--- config.mk ---
export PLATFORM = sky130hd
export DESIGN_NAME = uop_window_replayer
export DESIGN_NICKNAME = d
export VERILOG_FILES = /design/src/rtl/uop_replay_pkg.sv /design/src/rtl/uop_window_store.sv /design/src/rtl/uop_out_fifo.sv /design/src/rtl/uop_replay_ctrl.sv /design/src/rtl/uop_window_replayer.sv
export SDC_FILE = /design/constraint.sdc
export NUM_CORES = 2
export LEC_CHECK = 0
export BUFFER_PORTS_ARGS = -buffer_cell sky130_fd_sc_hd__clkbuf_2
export CORE_MARGIN = 10
export CORE_UTILIZATION = 42
export CTS_BUF_LIST = sky130_fd_sc_hd__clkbuf_16
export CTS_CLUSTER_SIZE = 14
export DETAILED_ROUTE_END_ITERATION = 16
export HOLD_SLACK_MARGIN = 0.12
export PLACE_DENSITY = 0.57
export SETUP_SLACK_MARGIN = 0.4
export SLEW_MARGIN = 20
export SYNTH_ARGS = -nofsm -noshare
export SYNTH_HDL_FRONTEND = slang
export SYNTH_HIERARCHICAL = 1
export SYNTH_SLANG_ARGS = --single-unit
--- constraint.sdc ---
create_clock -name clk -period 8.79 [get_ports clk]
set_input_delay 1.758 -clock clk [delete_from_list [all_inputs] [get_ports clk]]
set_output_delay 1.758 -clock clk [all_outputs]
set_load 0.05 [all_outputs]
--- src/rtl/uop_replay_pkg.sv ---
// Package: shared widths, field layouts and the macro-op remap for the
// window-reuse replay decoder. Assumes 32-bit input words.
package uop_replay_pkg;

    localparam int WORD_W  = 32;
    localparam int WLEN_W  = 7;
    localparam int REUSE_W = 16;
    localparam int BODY_W  = 32;
    localparam int UOP_W   = BODY_W + 1;

    // Stored micro-op body (exit bit is added on issue)
    typedef struct packed {
        logic [3:0]  dest;
        logic [19:0] addr;
        logic [7:0]  len;
    } uop_body_t;

    typedef struct packed {
        logic        last;
        logic [REUSE_W-1:0] reuse;
        logic [WLEN_W-1:0]  wlen;
    } hdr_t;

    // Header field extraction from a raw word
    function automatic hdr_t parse_hdr(input logic [WORD_W-1:0] w);
        hdr_t h;
        h.wlen  = w[6:0];
        h.reuse = w[22:7];
        h.last  = w[23];
        return h;
    endfunction

    // Macro-op to micro-op field remap
    function automatic uop_body_t remap_mop(input logic [WORD_W-1:0] w);
        uop_body_t u;
        u.addr = w[31:12];
        u.dest = w[11:8];
        u.len  = w[7:0];
        return u;
    endfunction

endpackage

--- src/rtl/uop_window_store.sv ---
// Window store: holds up to WIN_MAX micro-op bodies written during load and
// read asynchronously by index during replay. Assumes writes and reads never
// target the same entry in the same cycle (load and replay are exclusive).
module uop_window_store
    import uop_replay_pkg::*;
#(
    parameter int WIN_MAX = 64,
    localparam int IDX_W = $clog2(WIN_MAX)
) (
    input  logic             clk,
    input  logic             wr_en,
    input  logic [IDX_W-1:0] wr_idx,
    input  uop_body_t        wr_data,
    input  logic [IDX_W-1:0] rd_idx,
    output uop_body_t        rd_data
);

    uop_body_t mem_q [WIN_MAX];

    // Capture one loaded micro-op body
    always_ff @(posedge clk) begin
        if (wr_en) begin
            mem_q[wr_idx] <= wr_data;
        end
    end

    // Present the entry selected by the replay index
    always_comb begin
        rd_data = mem_q[rd_idx];
    end

endmodule

--- src/rtl/uop_out_fifo.sv ---
// Output FIFO between the replay decoder and the unit's micro-op consumer.
// DEPTH need not be a power of two. Assumes the writer honours full_o.
module uop_out_fifo #(
    parameter int DEPTH = 6,
    parameter int WIDTH = 33,
    localparam int PTR_W = (DEPTH > 1) ? $clog2(DEPTH) : 1,
    localparam int CNT_W = $clog2(DEPTH + 1)
) (
    input  logic             clk,
    input  logic             rst_n,
    input  logic             push_i,
    input  logic [WIDTH-1:0] push_data_i,
    output logic             full_o,
    output logic             valid_o,
    input  logic             ready_i,
    output logic [WIDTH-1:0] data_o
);

    logic [WIDTH-1:0] mem_q [DEPTH];
    logic [PTR_W-1:0] wr_ptr_q, rd_ptr_q;
    logic [CNT_W-1:0] cnt_q;
    logic             pop;

    // Flags and read data derived from occupancy
    always_comb begin
        full_o  = (cnt_q == CNT_W'(DEPTH));
        valid_o = (cnt_q != '0);
        pop     = valid_o && ready_i;
        data_o  = mem_q[rd_ptr_q];
    end

    // Store pushed entries
    always_ff @(posedge clk) begin
        if (push_i) begin
            mem_q[wr_ptr_q] <= push_data_i;
        end
    end

    // Pointer and occupancy update with wrap at DEPTH
    always_ff @(posedge clk) begin
        if (!rst_n) begin
            wr_ptr_q <= '0;
            rd_ptr_q <= '0;
            cnt_q    <= '0;
        end else begin
            if (push_i) begin
                wr_ptr_q <= (wr_ptr_q == PTR_W'(DEPTH - 1)) ? '0 : wr_ptr_q + 1'b1;
            end
            if (pop) begin
                rd_ptr_q <= (rd_ptr_q == PTR_W'(DEPTH - 1)) ? '0 : rd_ptr_q + 1'b1;
            end
            case ({push_i, pop})
                2'b10:   cnt_q <= cnt_q + 1'b1;
                2'b01:   cnt_q <= cnt_q - 1'b1;
                default: cnt_q <= cnt_q;
            endcase
        end
    end


    fifo_no_overflow_chk: assert property (@(posedge clk) disable iff (!rst_n)
        full_o |-> !push_i);


    fifo_count_bound_chk: assert property (@(posedge clk) disable iff (!rst_n)
        cnt_q <= CNT_W'(DEPTH));


    fifo_hold_chk: assert property (@(posedge clk) disable iff (!rst_n)
        (valid_o && !ready_i && !push_i) |=> (valid_o && $stable(data_o)));

endmodule

--- src/rtl/uop_replay_ctrl.sv ---
// Replay controller: parses headers, steers macro-ops into the window store,
// then walks the stored window reuse times into the output FIFO, adding an
// exit micro-op when asked. Assumes the store read is combinational.
module uop_replay_ctrl
    import uop_replay_pkg::*;
#(
    parameter int WIN_MAX = 64,
    localparam int IDX_W = $clog2(WIN_MAX)
) (
    input  logic              clk,
    input  logic              rst_n,
    input  logic              in_valid,
    output logic              in_ready,
    input  logic [WORD_W-1:0] in_data,
    output logic              st_wr_en,
    output logic [IDX_W-1:0]  st_wr_idx,
    output uop_body_t         st_wr_data,
    output logic [IDX_W-1:0]  st_rd_idx,
    input  uop_body_t         st_rd_data,
    output logic              push_o,
    output logic [UOP_W-1:0]  push_data_o,
    input  logic              fifo_full,
    output logic              err_o
);

    typedef enum logic [1:0] {S_HDR, S_LOAD, S_REPLAY, S_EXIT} state_t;

    state_t             state_q;
    logic [WLEN_W-1:0]  wlen_q, idx_q;
    logic [REUSE_W-1:0] reps_q, rep_q;
    logic               last_q, err_q;
    logic               fire, hdr_bad, idx_end, rep_end;
    hdr_t               hdr;

    // Input handshake and header decode
    always_comb begin
        in_ready = (state_q == S_HDR) || (state_q == S_LOAD);
        fire     = in_valid && in_ready;
        hdr      = parse_hdr(in_data);
        hdr_bad  = (hdr.wlen == '0) || (hdr.wlen > WLEN_W'(WIN_MAX));
        idx_end  = (idx_q == wlen_q - 1'b1);
        rep_end  = (rep_q == reps_q - 1'b1);
    end

    // Store write and read port steering
    always_comb begin
        st_wr_en   = (state_q == S_LOAD) && fire;
        st_wr_idx  = idx_q[IDX_W-1:0];
        st_wr_data = remap_mop(in_data);
        st_rd_idx  = idx_q[IDX_W-1:0];
    end

    // Output push selection
    always_comb begin
        push_o      = ((state_q == S_REPLAY) || (state_q == S_EXIT)) && !fifo_full;
        push_data_o = (state_q == S_EXIT) ? {1'b1, {BODY_W{1'b0}}}
                                          : {1'b0, st_rd_data};
    end

    assign err_o = err_q;

    // Sequencing of header, load, replay and exit phases
    always_ff @(posedge clk) begin
        if (!rst_n) begin
            state_q <= S_HDR;
            wlen_q  <= '0;
            reps_q  <= '0;
            last_q  <= 1'b0;
            idx_q   <= '0;
            rep_q   <= '0;
            err_q   <= 1'b0;
        end else begin
            err_q <= (state_q == S_HDR) && fire && hdr_bad;
            case (state_q)
                S_HDR: begin
                    if (fire && !hdr_bad) begin
                        wlen_q  <= hdr.wlen;
                        reps_q  <= (hdr.reuse == '0) ? REUSE_W'(1) : hdr.reuse;
                        last_q  <= hdr.last;
                        idx_q   <= '0;
                        state_q <= S_LOAD;
                    end
                end
                S_LOAD: begin
                    if (fire) begin
                        if (idx_end) begin
                            idx_q   <= '0;
                            rep_q   <= '0;
                            state_q <= S_REPLAY;
                        end else begin
                            idx_q <= idx_q + 1'b1;
                        end
                    end
                end
                S_REPLAY: begin
                    if (!fifo_full) begin
                        if (idx_end) begin
                            idx_q <= '0;
                            if (rep_end) begin
                                state_q <= last_q ? S_EXIT : S_HDR;
                            end else begin
                                rep_q <= rep_q + 1'b1;
                            end
                        end else begin
                            idx_q <= idx_q + 1'b1;
                        end
                    end
                end
                S_EXIT: begin
                    if (!fifo_full) begin
                        state_q <= S_HDR;
                    end
                end
                default: state_q <= S_HDR;
            endcase
        end
    end


    load_idx_in_window_chk: assert property (@(posedge clk) disable iff (!rst_n)
        st_wr_en |-> (idx_q < wlen_q));


    replay_count_bound_chk: assert property (@(posedge clk) disable iff (!rst_n)
        (push_o && !push_data_o[UOP_W-1]) |-> (rep_q < reps_q));


    err_single_pulse_chk: assert property (@(posedge clk) disable iff (!rst_n)
        err_o |=> !err_o);


    exit_only_when_flagged_chk: assert property (@(posedge clk) disable iff (!rst_n)
        (push_o && push_data_o[UOP_W-1]) |-> last_q);


    closed_during_replay_chk: assert property (@(posedge clk) disable iff (!rst_n)
        (push_o && !push_data_o[UOP_W-1] && !(idx_end && rep_end)) |=> !in_ready);

endmodule

--- src/rtl/uop_window_replayer.sv ---
// Top: second-level window-reuse decoder for one unit type. Joins the replay
// controller, the local window store and the six-deep micro-op output FIFO.
// Assumes the input stream alternates headers and their macro-op windows.
module uop_window_replayer
    import uop_replay_pkg::*;
#(
    parameter int WIN_MAX    = 64,
    parameter int FIFO_DEPTH = 6,
    localparam int IDX_W = $clog2(WIN_MAX)
) (
    input  logic        clk,
    input  logic        rst_n,
    input  logic        in_valid,
    output logic        in_ready,
    input  logic [31:0] in_data,
    output logic        out_valid,
    input  logic        out_ready,
    output logic [32:0] out_uop,
    output logic        err_o
);

    logic             st_wr_en;
    logic [IDX_W-1:0] st_wr_idx, st_rd_idx;
    uop_body_t        st_wr_data, st_rd_data;
    logic             push, fifo_full;
    logic [UOP_W-1:0] push_data;

    uop_replay_ctrl #(.WIN_MAX(WIN_MAX)) ctrl_i (
        .clk        (clk),
        .rst_n      (rst_n),
        .in_valid   (in_valid),
        .in_ready   (in_ready),
        .in_data    (in_data),
        .st_wr_en   (st_wr_en),
        .st_wr_idx  (st_wr_idx),
        .st_wr_data (st_wr_data),
        .st_rd_idx  (st_rd_idx),
        .st_rd_data (st_rd_data),
        .push_o     (push),
        .push_data_o(push_data),
        .fifo_full  (fifo_full),
        .err_o      (err_o)
    );

    uop_window_store #(.WIN_MAX(WIN_MAX)) store_i (
        .clk    (clk),
        .wr_en  (st_wr_en),
        .wr_idx (st_wr_idx),
        .wr_data(st_wr_data),
        .rd_idx (st_rd_idx),
        .rd_data(st_rd_data)
    );

    uop_out_fifo #(.DEPTH(FIFO_DEPTH), .WIDTH(UOP_W)) fifo_i (
        .clk        (clk),
        .rst_n      (rst_n),
        .push_i     (push),
        .push_data_i(push_data),
        .full_o     (fifo_full),
        .valid_o    (out_valid),
        .ready_i    (out_ready),
        .data_o     (out_uop)
    );

endmodule

==> results.md <==
- EDFF count, synth: 2,246
- GR Overflow Total: 0
- Yosys Warn Count: 6
- Worst-margin pin slew: 1169 ps
- Final ANT Viol Nets: 0
- Fin nets: 4,365
- Num rows: between 150 and 200
- Post_cts resized: 0
- Combinational fraction of design power: between 10% and 20%
- CTS max path bufs: 3
- Slew HR: 22.06%
- Hold Fails Final Rpt: 0
- RePlAce Congestion: 0.7885
- Mapped Avg Cell Area: 21.71 um2
- Initial Utilization: 42.24%
- Unrepaired setup endpoints after global routing: false
- Hold Buf Count CTS: 0
- Internal power: 18.65 mW
- Fmax: 207.3 MHz
- Worst-path clk slew: 60 ps
- Total wire length: between 200,000 and 250,000 um
- Syn Nets: 4,172
- Leakage: 30.56 nW
- Worst setup path category: flop to primary output
- Die width: 481.9 um
- # port buffers: 71
- Die H: 481.9 um
- Global-route wire length before repair: roughly 330,000 um
- Multi-input gate area: 19,960 um2
- Setup violators final: 0
- Total vias in the final route: roughly 43,000
- Setup Skew: 46.26 ps
- Syn Inst Count: 4,126
- Slew Viols, Final: 0
- Worst path max stage delay: between 600 and 700 ps
- Vias in the first global route: 43,211
- Placed cells: 6,907
- Mapped Area: 89,590 um2
- Layout Cells excl Fill: approximately 7,300
- Pwr Density: between 200 and 250 nW/um2
- Register area share after synthesis: 76.67%
- H-tree depth: 4
- Layout cell share with drive strength beyond 1: 27.71%
- Clock group share of total power: 37.1%
- Vias per inst: 5.816
- Worst VDD drop: 0.2323 mV
- WP data required: 7030 ps
- Max Cap Violations: 0
- Starting DRT DRC Count: 4,683
- Fin crit share: 54.88%
- Crit path cell chain: buf_16 -> mux2_1 -> mux4_2 -> clkbuf_2
- Tmin final: 4824 ps
- Initial antenna violation count: 9
- Core Region: 212,100 um2
- Sw Pwr: around 6.1 mW
- Yosys reg bits: 2,308
- Startpoint types: flop
- Drt wl/cell: 31.38 um
- WP data arrival: 3070 ps
- DP HPWL: roughly 130,000 um
- Sequential cell area: 68,710 um2
- Root Buffer: clkbuf_16
- Switching part of the total: 24.78%
- Status: completed
- Post-route DRC: 0
- DR pass1 iterations: 5
- Area Overhead vs Synth: 12.92%
- Post-synth cell types: 73
- CTS tree: yes
- Hold Path Class: flop to flop
- Setup_tns: 0 ps
- Worst-path fanout max: 37
- Sequential power share: 49.5%
- Die ar.: 232,200 um2
- Async S/R FF share, synth: 0%
- Ys flop type: edfxtp_1
- CTS Sinks: roughly 2,300
- Slowest-stage cell, CP: dfxtp_4
- Largest net degree at the start of global routing: 94
- GRT Total Usage: between 15 and 20%
- Clk_lat worst skew: 880 ps
- Num ports: 72
- Post-CTS Setup Inserts: 0
- Filler instances: 17,192
- Cts bufs inserted: 227
- Setup crit end kind: primary output
==> metrics by stage <==
| step | setup WS, ps | total power, mW | utilization (%) | hold slack (ps) | area (um2) |
|---|---|---|---|---|---|
| 3_5_place_dp | 4003 | 15.88 | 44.32 | 468.0 | 93990 |
| 3_3_place_gp | 3979 | 15.85 | 44.22 | 459.9 | 93780 |
| 6_report | 3966 | 24.79 | 47.70 | 474.6 | 101200 |
| 5_1_grt | 3833 | 25.66 | 47.69 | 491.9 | 101200 |
| 4_1_cts | 3837 | 25.04 | 47.65 | 475.2 | 101100 |
| 2_1_floorplan | 3630 | 14.84 | - | 445.4 | 89590 |
==> cell type report <==
type / instances / area share [%]
Antenna cell: 4 / 0.009895
Clock buffer: 228 / 5.640
Clock inverter: 189 / 1.358
Inverter: 22 / 0.08163
Multi-Input combinational cell: 1534 / 19.73
Sequential cell: 2308 / 67.92
Tap cell: 2821 / 3.489
Timing Repair Buffer: 226 / 1.769
==> power groups by stage <==
stage	logic (mW)	clock network [mW]	registers, mW
after global placement	3.33	0	12.5
after CTS	3.36	9.39	12.3
after floorplan	2.37	0	12.5
after global routing	3.53	9.85	12.3
after detailed placement	3.36	0	12.5
final	3.31	9.20	12.3
==> state kept, by name (all words and copies together), names as in the netlist, 7 cells and up, named ones only <==
name and cells:
fifo_i/mem_q 198, ctrl_i/idx_q 7, ctrl_i/reps_q 16, ctrl_i/rep_q 16
store_i/mem_q 2048, ctrl_i/wlen_q 7
==> cell usage in the layout (no fill, tap or decap), types with 21 or more instances in the layout <==
master / netlist / layout
o221ai_1: 27 / 27
nor2_1: 164 / 100
o21ai_0: 21 / 21
nor2b_1: 50 / 50
mux2_4: 32 / 32
mux2i_1: 99 / 99
o22ai_1: 84 / 83
buf_4: 69 / 137
clkinv_2: 0 / 34
dfxtp_1: 62 / 54
edfxtp_1: 2246 / 2246
nand2_1: 93 / 92
mux2_2: 27 / 27
a21oi_1: 100 / 100
clkinv_1: 0 / 75
mux4_2: 577 / 577
nor2_4: 0 / 64
clkbuf_16: 0 / 228
clkbuf_2: 0 / 71
inv_1: 22 / 71
==> routing by layer <==
metal / track usage (%) / share of wire, % / vias to the layer above
li1: - / - / 17650
met1: 27.51 / 42 / 23159
met2: 31.15 / 47 / 1541
met3: 4.242 / 7.7 / 290
met4: 5.992 / 3.1 / 0
met5: 0 / 0 / -
==> logic make-up (layout without fill, tap and decap cells) <==
group | Yosys count | after routing | share of synthesized area (%)
buf+inv | 284 | 665 | 1.658
xor+xnor | 33 | 33 | 0.3394
simple gates | 445 | 445 | 2.412
mux | 744 | 744 | 16.60
other cells | 0 | 4 | 0
compound gates | 302 | 302 | 2.176
fa+ha+maj | 10 | 10 | 0.1480
flops | 2308 | 2308 | 76.67
==> synthesized netlist by cell type, types with 32 or more instances <==
cell type | n | area (um2)
mux2_4 | 32 | 480.5
buf_4 | 69 | 518.0
clkbuf_1 | 94 | 352.8
nand2_1 | 93 | 349.1
buf_2 | 62 | 310.3
dfxtp_1 | 62 | 1241
o22ai_1 | 84 | 525.5
mux2i_1 | 99 | 991.0
edfxtp_1 | 2246 | 67440
a21oi_1 | 100 | 500.5
nor2b_1 | 50 | 312.8
mux4_2 | 577 | 12990
nor2_1 | 164 | 615.6
==> path summary, 6_finish.rpt <==
kind	startpoint	endpoint	slack (ps)	cells after the start
setup / recovery	flop	out_uop[26]	3970	4
hold / removal	ctrl_i/reps_q[1]	ctrl_i/reps_q[1]	470	2
setup reg to reg	ctrl_i/idx_q[1]	fifo_i/mem_q[3][29]	4160	7
hold reg to reg	ctrl_i/reps_q[1]	ctrl_i/reps_q[1]	470	2
==> critical path: cells and delay by family (launching register included) <==
family,cells,cell delay (ps)
mux,2,900
flops,1,680
buf+inv,2,600
No activity file was read; power rests on OpenSTA's default activity.
